[config.mk]
export PLATFORM = sky130hd
export DESIGN_NAME = dual_byte_timer
export DESIGN_NICKNAME = d
export VERILOG_FILES = /design/src/rtl/tmr_pkg.sv /design/src/rtl/tmr_prescaler.sv /design/src/rtl/tmr_core.sv /design/src/rtl/tmr_regs.sv /design/src/rtl/dual_byte_timer.sv
export SDC_FILE = /design/constraint.sdc
export NUM_CORES = 1
export LEC_CHECK = 0
export BUFFER_PORTS_ARGS = -buffer_cell sky130_fd_sc_hd__buf_2
export CAP_MARGIN = 10
export CORE_UTILIZATION = 40
export DETAILED_ROUTE_END_ITERATION = 8
export MAX_ROUTING_LAYER = met4
export PLACE_DENSITY = 0.68
export SYNTH_ARGS = -nofsm -noshare
export SYNTH_HDL_FRONTEND = slang
export SYNTH_SLANG_ARGS = --single-unit
[constraint.sdc]
create_clock -name clk_i -period 4.2 [get_ports clk_i]
set_input_delay 0 -clock clk_i [delete_from_list [all_inputs] [get_ports clk_i]]
set_output_delay 0 -clock clk_i [all_outputs]
set_load 0.005 [all_outputs]
[src/rtl/tmr_pkg.sv]
package tmr_pkg;
  localparam int unsigned BYTE_W = 8;
  localparam int unsigned CNT_W  = 2 * BYTE_W;

  typedef enum logic [1:0] {
    TM_ONESHOT = 2'd0,
    TM_RATE    = 2'd1,
    TM_SQUARE  = 2'd2,
    TM_RETRIG  = 2'd3
  } tmr_mode_e;

  typedef struct packed {
    logic [1:0] spare;
    logic       rd;
    logic       run;
    logic [1:0] clk_sel;
    tmr_mode_e  mode;
  } tmr_ctrl_t;

  localparam logic [1:0] A_LSB  = 2'd0;
  localparam logic [1:0] A_MSB  = 2'd1;
  localparam logic [1:0] A_CTRL = 2'd2;
  localparam logic [1:0] A_AUX  = 2'd3;
endpackage

[src/rtl/tmr_prescaler.sv]
module tmr_prescaler #(
  parameter int unsigned TAP_STEP = 2
) (
  input  logic       clk_i,
  input  logic       rst_ni,
  input  logic       run_i,
  input  logic [1:0] sel_i,
  output logic       tick_o
);
  localparam int unsigned NSEL  = 4;
  localparam int unsigned PRE_W = TAP_STEP * (NSEL - 1);

  logic [PRE_W-1:0] pre_q;
  logic [NSEL-1:0]  taps;

  // held at zero while stopped so the first tick is a fixed distance from start
  always_ff @(posedge clk_i or negedge rst_ni) begin
    if (!rst_ni)     pre_q <= '0;
    else if (!run_i) pre_q <= '0;
    else             pre_q <= pre_q + 1'b1;
  end

  for (genvar k = 0; k < NSEL; k++) begin : g_tap
    if (k == 0) begin : g_direct
      assign taps[k] = 1'b1;
    end else begin : g_div
      // falling edge of bit k*TAP_STEP-1 is the cycle its lower bits are all ones
      assign taps[k] = &pre_q[k*TAP_STEP-1:0];
    end
  end

  assign tick_o = run_i & taps[sel_i];
endmodule

[src/rtl/tmr_core.sv]
module tmr_core
  import tmr_pkg::*;
(
  input  logic             clk_i,
  input  logic             rst_ni,
  input  logic             run_i,
  input  logic             start_i,
  input  logic             tick_i,
  input  tmr_mode_e        mode_i,
  input  logic [CNT_W-1:0] reload_i,
  input  logic             trig_i,
  output logic [CNT_W-1:0] cnt_o,
  output logic             out_act_o,
  output logic             evt_o
);
  logic [CNT_W-1:0] cnt_q;
  logic             active_q, out_q, trig_q, trig_rise, evt;

  assign trig_rise = trig_i & ~trig_q & run_i & (mode_i == TM_RETRIG);
  assign evt = tick_i & active_q & (cnt_q <= CNT_W'(1)) & ~start_i & ~trig_rise;

  always_ff @(posedge clk_i or negedge rst_ni) begin
    if (!rst_ni) trig_q <= 1'b0;
    else         trig_q <= trig_i;
  end

  always_ff @(posedge clk_i or negedge rst_ni) begin
    if (!rst_ni) begin
      cnt_q    <= '0;
      active_q <= 1'b0;
      out_q    <= 1'b0;
    end else if (start_i) begin
      cnt_q    <= reload_i;
      active_q <= (mode_i != TM_RETRIG);
      out_q    <= 1'b0;
    end else if (trig_rise) begin
      cnt_q    <= reload_i;
      active_q <= 1'b1;
      out_q    <= 1'b1;
    end else begin
      if (mode_i == TM_RATE) out_q <= evt;
      if (tick_i && active_q) begin
        if (evt) begin
          case (mode_i)
            TM_ONESHOT: begin cnt_q <= '0; active_q <= 1'b0; out_q <= 1'b1; end
            TM_RATE:    cnt_q <= reload_i;
            TM_SQUARE:  begin cnt_q <= reload_i; out_q <= ~out_q; end
            default:    begin cnt_q <= '0; active_q <= 1'b0; out_q <= 1'b0; end
          endcase
        end else begin
          cnt_q <= cnt_q - 1'b1;
        end
      end
    end
  end

  assign cnt_o     = cnt_q;
  assign out_act_o = out_q;
  assign evt_o     = evt;
endmodule

[src/rtl/tmr_regs.sv]
module tmr_regs
  import tmr_pkg::*;
(
  input  logic              clk_i,
  input  logic              rst_ni,
  input  logic              we_i,
  input  logic [1:0]        addr_i,
  input  logic [BYTE_W-1:0] wdata_i,
  input  logic [CNT_W-1:0]  cnt_i,
  input  logic              evt_i,
  output tmr_ctrl_t         ctrl_o,
  output logic [CNT_W-1:0]  reload_o,
  output logic              start_o,
  output logic              irq_en_o,
  output logic              out_pol_o,
  output logic              irq_pol_o,
  output logic              flag_o,
  output logic [BYTE_W-1:0] rdata_o
);
  logic [BYTE_W-1:0] lsb_q, msb_q;
  logic [CNT_W-1:0]  snap_q;
  tmr_ctrl_t         ctrl_q, wctrl;
  logic              irq_en_q, out_pol_q, irq_pol_q, flag_q;
  logic              wr_ctrl, wr_aux, cfg_match;

  assign wctrl     = tmr_ctrl_t'(wdata_i);
  assign wr_ctrl   = we_i && (addr_i == A_CTRL);
  assign wr_aux    = we_i && (addr_i == A_AUX);
  assign cfg_match = (wctrl.mode == ctrl_q.mode) && (wctrl.clk_sel == ctrl_q.clk_sel);
  assign start_o   = wr_ctrl && wctrl.run && !ctrl_q.run && cfg_match;

  always_ff @(posedge clk_i or negedge rst_ni) begin
    if (!rst_ni) begin
      lsb_q <= '0;
      msb_q <= '0;
    end else if (we_i) begin
      if (addr_i == A_LSB) lsb_q <= wdata_i;
      if (addr_i == A_MSB) msb_q <= wdata_i;
    end
  end

  always_ff @(posedge clk_i or negedge rst_ni) begin
    if (!rst_ni) begin
      ctrl_q <= '0;
      snap_q <= '0;
    end else if (wr_ctrl) begin
      ctrl_q       <= wctrl;
      ctrl_q.spare <= '0;
      ctrl_q.run   <= wctrl.run && cfg_match;
      if (wctrl.rd) snap_q <= cnt_i;
    end else if (evt_i && ctrl_q.mode == TM_ONESHOT) begin
      ctrl_q.run <= 1'b0;
    end
  end

  always_ff @(posedge clk_i or negedge rst_ni) begin
    if (!rst_ni) begin
      irq_en_q  <= 1'b0;
      out_pol_q <= 1'b1;
      irq_pol_q <= 1'b1;
      flag_q    <= 1'b0;
    end else begin
      if (wr_aux) begin
        irq_en_q  <= wdata_i[0];
        out_pol_q <= wdata_i[1];
        irq_pol_q <= wdata_i[2];
      end
      if (evt_i && irq_en_q)         flag_q <= 1'b1;
      else if (wr_aux && wdata_i[7]) flag_q <= 1'b0;
    end
  end

  always_comb begin
    case (addr_i)
      A_LSB:   rdata_o = ctrl_q.rd ? snap_q[BYTE_W-1:0] : lsb_q;
      A_MSB:   rdata_o = ctrl_q.rd ? snap_q[CNT_W-1:BYTE_W] : msb_q;
      A_CTRL:  rdata_o = ctrl_q;
      default: rdata_o = {flag_q, 4'b0000, irq_pol_q, out_pol_q, irq_en_q};
    endcase
  end

  assign ctrl_o    = ctrl_q;
  assign reload_o  = {msb_q, lsb_q};
  assign irq_en_o  = irq_en_q;
  assign out_pol_o = out_pol_q;
  assign irq_pol_o = irq_pol_q;
  assign flag_o    = flag_q;
endmodule

[src/rtl/dual_byte_timer.sv]
module dual_byte_timer
  import tmr_pkg::*;
#(
  parameter int unsigned TAP_STEP = 2
) (
  input  logic       clk_i,
  input  logic       rst_ni,
  input  logic       we_i,
  input  logic [1:0] addr_i,
  input  logic [7:0] wdata_i,
  output logic [7:0] rdata_o,
  input  logic       trig_i,
  output logic       tmr_o,
  output logic       irq_o
);
  tmr_ctrl_t        ctrl_w;
  tmr_mode_e        mode_w;
  logic [CNT_W-1:0] reload_w, cnt_w;
  logic             run_w, start_w, tick_w, evt_w, out_act_w;
  logic             irq_en_w, out_pol_w, irq_pol_w, flag_w;

  assign run_w  = ctrl_w.run;
  assign mode_w = ctrl_w.mode;

  tmr_regs u_regs (
    .clk_i, .rst_ni, .we_i, .addr_i, .wdata_i,
    .cnt_i(cnt_w), .evt_i(evt_w), .ctrl_o(ctrl_w), .reload_o(reload_w),
    .start_o(start_w), .irq_en_o(irq_en_w), .out_pol_o(out_pol_w),
    .irq_pol_o(irq_pol_w), .flag_o(flag_w), .rdata_o
  );

  tmr_prescaler #(.TAP_STEP(TAP_STEP)) u_pre (
    .clk_i, .rst_ni, .run_i(run_w), .sel_i(ctrl_w.clk_sel), .tick_o(tick_w)
  );

  tmr_core u_core (
    .clk_i, .rst_ni, .run_i(run_w), .start_i(start_w), .tick_i(tick_w),
    .mode_i(mode_w), .reload_i(reload_w), .trig_i,
    .cnt_o(cnt_w), .out_act_o(out_act_w), .evt_o(evt_w)
  );

  assign tmr_o = out_pol_w ? out_act_w : ~out_act_w;
  assign irq_o = irq_pol_w ? flag_w : ~flag_w;
endmodule

==> results.cfg, run 1 <==
[pwr]
internal_power_uw = 1260
pwr-share-clk_pct = 25.1
p_leak_uw = 0.001751
power_frac_comb_pct = 22.5
p_per_area_nw_per_um2 = 460.9
netSwitchingFraction_pct = 32.79
pwr-share-seq_pct = 52.4
vdd_ir_drop_max_v = 0.0002564
p_sw_uw = 614.8

[setup_path]
max_stage_delay_ns = 0.81
worstReg2RegStart = u_core.cnt_o[4]
critical_path_buf_inv_count = 0
cp_cell_sequence = nor3_1 -> nand3_1 -> o311ai_2 -> nand2_1 -> a22oi_1
r2r_cells = 5
crit_slowest_cell = o311ai_2
cp.required_ns = 4.45
crit_start = u_core.cnt_o[4]
cp-start-kind = flip-flop
crit_fanout = 11
worstSetupEndpointType = flip-flop
r2r_setup_slack_ns = 1.52
arrival_ns = 2.93
crit_type = flip-flop to flip-flop
cp_top_family = simple AND/OR/NAND/NOR gates
rr_endpoint = u_core.cnt_o[0]

[route]
firstDrtPassIters = 5
routedWlPerCell_um = 18.16
vias = 2823
drt_iter0_markers = 185
ant_nets = 0
drc = 0
viasPerCell = 5.809
wl_um = 8824

[timing]
relSlewSlack_pct = 26.45
skew_ns = 0.01100
tns_ns = 0
fin_crit_sh_pct = 63.81
rsz0062_at_grt = no
worstMarginPinSlew_ns = 1.100
drv_slew = 0
fin_ws_ns = 1.520
setup_viol = 0
post-route-min-period_ns = 2.680
hold_viol = 0
fmax_mhz = 373.1

[place]
dp_hpwl_um = 6274
port_buffers = 23
dp_slack_ns = 1.554
place_congestion = 0.9333

[cells_and_area]
antenna_cells = 0
num-nets-final = 395
drive_gt1_share_pct = 21.69
areaGrowthSynthToFinish_pct = 12.29

[grt]
grt_pass1_vias = 2832
antenna_found_initial = 0
grt_pass1_wl_um = 14720
grtUsageTotal_pct = 20.48
overflow = 0
grt_max_degree = 46

[cts]
clock_latency_ns = 0.34
htree_levels = 3
cts_buffer_depth = 2
cts_resized = 0
cts_made_buffers = 9
cts.sinks = 67
cts_setup_buffers = 0
cts_tree = done
clk_transition_reported_paths_ns = 0.07
ctsRootBufferMaster = clkbuf_8
postCtsHoldBufs = 10

[hold_path]
hold_class = primary input to flip-flop
min_from = we_i
holdPathStages = 3
whs_endpoint = u_regs.ctrl_o[0]

[floorplanning]
io_pins = 24
fp-row-count = 34
dieHeight_um = 97.18
design.die.area_um2 = 9443
core_region_area_um2 = 8763
die_x_um = 97.18
start_util_pct = 41.35

[logic_synthesis]
synthArstFlopShare_pct = 100.0
ys_types = 53
ys.flop_type = dfrtp_1
postSynthCellCount = 347
yosys_warnings = 0
syn_avg_cell_area_um2 = 10.44
syn_nets = 369
ys_seq_elements = 67
syn_area_um2 = 3623
seq_area_frac_synth_pct = 46.34
synth-edff-count = 0

[outcome]
status = complete, no violations

[run]
drv_cap = 0
## layer usage
layer / GRT usage (%) / up-vias / share of wire [%]
met5: - / - / 0
li1: - / 1325 / -
met3: 4.532 / 15 / 5.3
met4: 7.233 / 0 / 1.8
met1: 27.36 / 1392 / 46
met2: 30.77 / 91 / 47
## worst min-delay path, stage by stage
cell and delay [ns]:
buf_2 0.14, nand3b_4 0.14, o21ai_0 0.09
## power groups by stage
| stage | sequential [µW] | clock [µW] | combinational, µW |
|---|---|---|---|
| 6_report | 983 | 470 | 422 |
| 5_1_grt | 1010 | 510 | 475 |
| 4_1_cts | 981 | 486 | 424 |
| 3_5_place_dp | 994 | 0 | 414 |
| 3_3_place_gp | 986 | 0 | 405 |
| 2_1_floorplan | 919 | 0 | 325 |
## flip-flops by register name, summed over array words and instances, names as in the netlist
register,flops
u_core.cnt_o,16
u_regs.snap_q,16
u_regs.lsb_q,8
u_regs.msb_q,8
u_pre.pre_q,6
u_regs.ctrl_o,6
u_core.active_q,1
u_core.out_act_o,1
u_core.trig_q,1
u_regs.flag_o,1
u_regs.irq_en_o,1
u_regs.irq_pol_o,1
u_regs.out_pol_o,1
## logic make-up after synthesis
family | after synthesis | synth area share, %
compound gates | 84 | 15.68
xor+xnor | 8 | 1.934
fa+ha+maj | 8 | 2.763
buf+inv | 31 | 3.902
flops | 67 | 46.34
mux | 44 | 14.57
simple gates | 105 | 14.81
## placed cells by master (no fill, tap or decap), types with 4 or more instances in the layout
cell,synthesis,layout
xnor2_1,6,6
buf_2,2,23
dlygate4sd3_1,0,10
nor4_1,5,5
a21oi_1,12,12
o21ai_0,27,27
o31ai_1,4,4
nor2b_1,4,4
nor3_1,10,10
nand3_1,9,9
inv_1,12,12
nand4_1,4,4
mux4_2,4,4
dfrtp_1,65,65
mux2_2,30,30
ha_1,8,8
o211ai_1,6,6
nand2_1,31,31
nor2_1,18,18
clkbuf_8,0,10
mux2i_1,10,10
and2_1,6,6
## metrics by stage
stage | cell area, µm² | hold slack [ns] | instances | power, µW | util (%)
finish | 4069 | 0.08604 | 486 | 1875 | 46.43
global placement | 3790 | -0.004262 | 460 | 1392 | 43.25
floorplan | 3623 | -0.2956 | 347 | 1244 | -
global route | 4069 | 0.09412 | 486 | 1995 | 46.43
CTS | 4069 | 0.07483 | 486 | 1891 | 46.43
detailed placement | 3790 | -0.005189 | 460 | 1407 | 43.25
## synth_stat cells (4+ instances only)
library cell | n | area, µm²
o31ai_1 | 4 | 30.03
dfrtp_1 | 65 | 1627
mux4_2 | 4 | 90.09
nand2_1 | 31 | 116.4
a21oi_1 | 12 | 60.06
clkbuf_1 | 14 | 52.55
mux2i_1 | 10 | 100.1
mux2_2 | 30 | 337.8
o211ai_1 | 6 | 45.04
ha_1 | 8 | 100.1
nor2_1 | 18 | 67.56
nor2b_1 | 4 | 25.02
nor4_1 | 5 | 31.28
nor3_1 | 10 | 50.05
nand4_1 | 4 | 25.02
nand3_1 | 9 | 45.04
xnor2_1 | 6 | 52.55
inv_1 | 12 | 45.04
and2_1 | 6 | 37.54
o21ai_0 | 27 | 135.1
## worst max path at each step
stage / endpoint / slack, ns / cells after the start
after detailed placement: u_core.cnt_o[0] / 1.55 / 5
after floorplan: u_core.cnt_o[5] / 2.11 / 8
final: u_core.cnt_o[0] / 1.52 / 5
after global placement: u_core.cnt_o[0] / 1.56 / 5
after global routing: u_core.cnt_o[0] / 1.35 / 5
after CTS: u_core.cnt_o[0] / 1.55 / 5
## final cells by class
cell class	instances	area (µm²)
Fill cell	817	4695
Multi-Input combinational cell	249	1808
Sequential cell	67	1679
Timing Repair Buffer	34	222.7
Clock buffer	10	137.6
Tap cell	108	135.1
Inverter	12	45.04
Clock inverter	6	41.29
Note: power is estimated with default switching activity, not from simulation.
==> run 2: changes to the inputs <==
==> constraint.sdc (replaced) <==
create_clock -name clk_i -period 2.48 [get_ports clk_i]
set_input_delay 0 -clock clk_i [delete_from_list [all_inputs] [get_ports clk_i]]
set_output_delay 0 -clock clk_i [all_outputs]
set_load 0.005 [all_outputs]
==> run 2 against run 1 <==
Effect of this change:
- hold slack worse by 0.034 ns
- utilization up 2.2 points
- first-iteration DRC count up 32%
- clock-buffer cell count up 1
- power up 77%
- critical path type unchanged
- routed wire length up 6.6%
- critical path depth unchanged
==> results.cfg, run 2 (synthesized netlist as in run 1, its figures left out) <==
[cts]
ctsRootBufferMaster = clkbuf_8
clk_transition_reported_paths_ns = 0.07
htree_levels = 3
cts_buffer_depth = 2
clock_latency_ns = 0.35
cts.sinks = 67
cts_tree = done
cts_made_buffers = 9
cts_setup_buffers = 0

[cells_and_area]
areaGrowthSynthToFinish_pct = 17.61
layout_commonest_cell = dfrtp_1
drive_gt1_share_pct = 25.06
antenna_cells = 0
layout_common_cells = 65 x dfrtp_1, 31 x nand2_1, 30 x mux2_2
num-nets-final = 416

[pwr]
p_leak_uw = 0.001896
pwr-share-clk_pct = 27.1
pwr-share-seq_pct = 49.6
vdd_ir_drop_max_v = 0.0003829
p_sw_uw = 1055
internal_power_uw = 2266
power_frac_comb_pct = 23.3
p_total_uw = 3321
netSwitchingFraction_pct = 31.77
p_per_area_nw_per_um2 = 779.3

[setup_path]
crit_type = flip-flop to flip-flop
cp.required_ns = 2.71
arrival_ns = 2.58
r2r_cells = 5
critical_path_buf_inv_count = 0
cp_cell_sequence = a221o_1 -> or4_1 -> nand2_2 -> nor2_1 -> a221o_1
crit_start = u_regs.ctrl_o[0]
crit_path_frequent_cell = a221o_1
cp-start-kind = flip-flop
worstReg2RegStart = u_regs.ctrl_o[0]
cp_top_family = simple AND/OR/NAND/NOR gates
crit_slowest_cell = or4_1
max_stage_delay_ns = 0.71
crit_fanout = 8
worstSetupEndpointType = flip-flop
rr_endpoint = u_core.cnt_o[11]
r2r_setup_slack_ns = 0.13

[timing]
fin_crit_sh_pct = 94.83
tns_ns = 0
worstMarginPinSlew_ns = 0.6184
rsz0062_at_grt = no
skew_ns = 0.007679
fmax_mhz = 425.2
hold_viol = 0
drv_slew = 0
post-route-min-period_ns = 2.352
relSlewSlack_pct = 58.65
setup_viol = 0

[floorplanning]
fp-row-count = 34
dieHeight_um = 97.18
start_util_pct = 41.35
design.die.area_um2 = 9443
io_pins = 24
die_x_um = 97.18
core_region_area_um2 = 8763

[run]
drv_cap = 0

[route]
viasPerCell = 5.724
ant_nets = 0
drt_iter0_markers = 245
routedWlPerCell_um = 18.55
wl_met1_um = 4302
drc = 0
vias = 2902
dr_wl_met2_um = 4497
wl_um = 9407
dr_wl_met3_um = 522
top_layer = met4
firstDrtPassIters = 4

[hold_path]
whs_endpoint = u_regs.ctrl_o[3]
min_from = addr_i[1]
holdPathStages = 3
hold_class = primary input to flip-flop

[outcome]
status = complete, no violations

[grt]
grt_pass1_wl_um = 15810
overflow = 0
grt_max_degree = 66
antenna_found_initial = 0
grt_pass1_vias = 2975
grtUsageTotal_pct = 22.45

[place]
place_congestion = 0.8733
port_buffers = 23
dp_hpwl_um = 6696
## run 2: cell count changes in the layout (fill, tap and decap cells not counted), sizes merged
cell and change:
clkbuf +1, buf +20, bufinv +1, dlygate4sd3 +1
clkinvlp -2
## run 2: power by group through the flow
| stage | Combinational [µW] | Clock, µW | Sequential, µW |
|---|---|---|---|
| 2_1_floorplan | 550 | 0 | 1560 |
| 3_3_place_gp | 731 | 0 | 1650 |
| 3_5_place_dp | 758 | 0 | 1660 |
| 4_1_cts | 776 | 915 | 1640 |
| 5_1_grt | 873 | 971 | 1690 |
| 6_report | 775 | 899 | 1650 |
## run 2: worst reg2reg max path, stage by stage, from the launching register on
cell     delay (ns)
dfrtp_1        0.46
a221o_1        0.37
or4_1          0.71
nand2_2        0.23
nor2_1         0.15
a221o_1        0.32
## run 2: final cells by class
cell class,instances,area [µm²]
inverter,12,45.04
tap,108,135.1
sequential,67,1679
fill,828,4502
multi-input combinational,249,1813
timing repair buffer,55,395.4
clock inverter,5,52.55
clock buffer,11,141.4
## run 2: timing repair
item	CTS	global route
setup endpoints to repair	0	10
hold endpoints to repair	86	0
hold buffers	11	0
gates resized for setup	0	1
## run 2: worst max path at each step
stage	cells past startpoint	end
final	5	u_core.cnt_o[11]
after global routing	5	u_core.cnt_o[11]
after CTS	7	u_core.cnt_o[0]
after detailed placement	6	u_core.cnt_o[0]
after global placement	5	u_core.cnt_o[11]
after floorplan	8	u_core.cnt_o[5]
## run 2: metrics by stage
| step | worst slack, ns | utilization, % | area, µm² | std cells | hold WS, ns |
|---|---|---|---|---|---|
| floorplan | 0.3895 | - | 3623 | 347 | -0.2956 |
| global placement | 0.2310 | 45.05 | 3948 | 480 | -0.1909 |
| detailed placement | 0.1893 | 45.05 | 3948 | 480 | -0.1895 |
| CTS | 0.1664 | 48.52 | 4252 | 507 | 0.04914 |
| global route | 0.007637 | 48.63 | 4262 | 507 | 0.06344 |
| finish | 0.1282 | 48.63 | 4262 | 507 | 0.05162 |
## run 2: layer usage
metal	GRT usage (%)	vias to the layer above
met5	-	-
met4	5.511	0
met3	5.755	8
met2	33.15	91
met1	31.00	1438
li1	-	1365
==> run 3: changes to the inputs <==
--- a/config.mk
+++ b/config.mk
@@ -7,6 +7,7 @@
 export LEC_CHECK = 0
 export BUFFER_PORTS_ARGS = -buffer_cell sky130_fd_sc_hd__buf_2
 export CAP_MARGIN = 10
+export CORE_MARGIN = 2
 export CORE_UTILIZATION = 40
 export DETAILED_ROUTE_END_ITERATION = 8
 export MAX_ROUTING_LAYER = met4
==> run 3 against run 2 <==
Effect of this change:
- sequential power about the same
- sequential cell count is the same
- global-route usage fell by 1.2 points
- sequential share of layout area grew 0.093 points
- design area fell by 0.23%
- utilization decreased by 0.11 points
- hold slack better by 0.0093 ns
- power increased by 0.53%
- clock-buffer cell count did not move
- largest cell class unchanged
- largest power group unchanged
==> results.cfg, run 3 (synthesized netlist as in run 1, its figures left out) <==
[outcome]
status = complete, no violations

[cells_and_area]
fin_cells = 506
drive_gt1_share_pct = 25.13
fill_cells = 843
seq_area_um2 = 1679
layout_commonest_cell = dfrtp_1
multiInputGateArea_um2 = 1813
fin_util_pct = 48.52
layout_common_cells = 65 x dfrtp_1, 31 x nand2_1, 30 x mux2_2
areaGrowthSynthToFinish_pct = 17.33
antenna_cells = 0
num-nets-final = 415

[setup_path]
crit_slowest_cell = or4_1
crit_type = flip-flop to flip-flop
critical_path_buf_inv_count = 0
cp-start-kind = flip-flop
crit_fanout = 8
cp.required_ns = 2.72
arrival_ns = 2.54
cp_cell_sequence = a221o_1 -> or4_1 -> nand2_2 -> nor2_1 -> a221o_1
worstSetupEndpointType = flip-flop
crit_path_frequent_cell = a221o_1
max_stage_delay_ns = 0.70
cp_top_family = simple AND/OR/NAND/NOR gates

[cts]
htree_levels = 3
cts_buffer_depth = 2
cts_tree = done
clk_transition_reported_paths_ns = 0.08
cts.sinks = 67
clock_latency_ns = 0.35
cts_made_buffers = 9
ctsRootBufferMaster = clkbuf_8

[timing]
drv_slew = 0
post-route-min-period_ns = 2.299
relSlewSlack_pct = 61.70
skew_ns = 0.01083
fin_crit_sh_pct = 92.69
fmax_mhz = 435.0
tns_ns = 0
hold_ws_ns = 0.06089
setup_viol = 0
rsz0062_at_grt = no
worstMarginPinSlew_ns = 0.5728
hold_viol = 0

[route]
wl_um = 9472
drt_iter0_markers = 200
vias = 2942
viasPerCell = 5.814
firstDrtPassIters = 5
drc = 0
routedWlPerCell_um = 18.72
ant_nets = 0

[pwr]
p_per_area_nw_per_um2 = 785.2
p_total_uw = 3339
p_leak_uw = 0.001892
vdd_ir_drop_max_v = 0.0003545

[grt]
grtUsageTotal_pct = 21.21
grt_pass1_vias = 2907
overflow = 0
grt_pass1_wl_um = 15660
antenna_found_initial = 0
grt_max_degree = 68

[place]
place_congestion = 0.9217
dp_hpwl_um = 6722
place_inst = 480
port_buffers = 23

[floorplanning]
die_x_um = 99.18
core_region_area_um2 = 8763
io_pins = 24
design.die.area_um2 = 9836
start_util_pct = 41.35
dieHeight_um = 99.18
fp-row-count = 34

[hold_path]
hold_class = primary input to flip-flop

[run]
drv_cap = 0
[run 3: cell types whose count changed in the layout (fill, tap and decap cells not counted)]
cell	before	now
dlygate4sd3_1	11	10
[run 3: layout make-up]
class	instances	area share [%]
Multi-Input combinational cell	249	42.64
Sequential cell	67	39.49
Timing Repair Buffer	54	9.064
Clock buffer	11	3.325
Tap cell	108	3.178
Clock inverter	5	1.236
Inverter	12	1.059
[run 3: final timing paths]
| kind | from | to | slack [ns] | cells after the start |
|---|---|---|---|---|
| worst min-delay path | addr_i[1] | u_regs.ctrl_o[3] | 0.06 | 3 |
| worst max register to register | u_regs.ctrl_o[0] | u_core.cnt_o[6] | 0.18 | 5 |
| worst min register to register | u_pre.pre_q[0] | u_pre.pre_q[0] | 0.47 | 1 |
| worst max-delay path | u_regs.ctrl_o[0] | u_core.cnt_o[6] | 0.18 | 5 |
| min in group asynchronous | rst_ni | u_regs.msb_q[1] | 0.20 | 3 |
| max in group asynchronous | rst_ni | u_regs.irq_pol_o | 1.94 | 3 |
[run 3: per-stage QoR]
| stage | instance area (µm²) | setup WS [ns] |
|---|---|---|
| 5_1_grt | 4252 | 0.08007 |
| 6_report | 4252 | 0.1813 |
| 3_5_place_dp | 3948 | 0.2262 |
| 2_1_floorplan | 3623 | 0.3895 |
| 3_3_place_gp | 3948 | 0.2602 |
| 4_1_cts | 4242 | 0.2009 |
[run 3: routing by layer]
layer | track usage, % | up-vias | part of all wire [%]
li1 | - | 1360 | -
met1 | 29.62 | 1493 | 47
met2 | 32.33 | 80 | 48
met3 | 3.303 | 9 | 4.0
met4 | 6.112 | 0 | 1.1
met5 | - | - | 0
[run 3: what timing repair did]
item,in CTS,in global routing
buffers inserted,0,0
resized for setup,0,1
hold buffers,10,0
endpoints found under the hold margin,87,0
setup endpoints to repair,0,7
[run 3: power breakdown]
group	internal [µW]	switching (µW)
combinational	413	357
sequential	1370	294
clock	487	423
[run 3: worst reg2reg max path: stages (launching register included)]
cell and delay [ns]:
dfrtp_1 0.47, a221o_1 0.37, or4_1 0.70, nand2_2 0.22
nor2_1 0.14, a221o_1 0.30
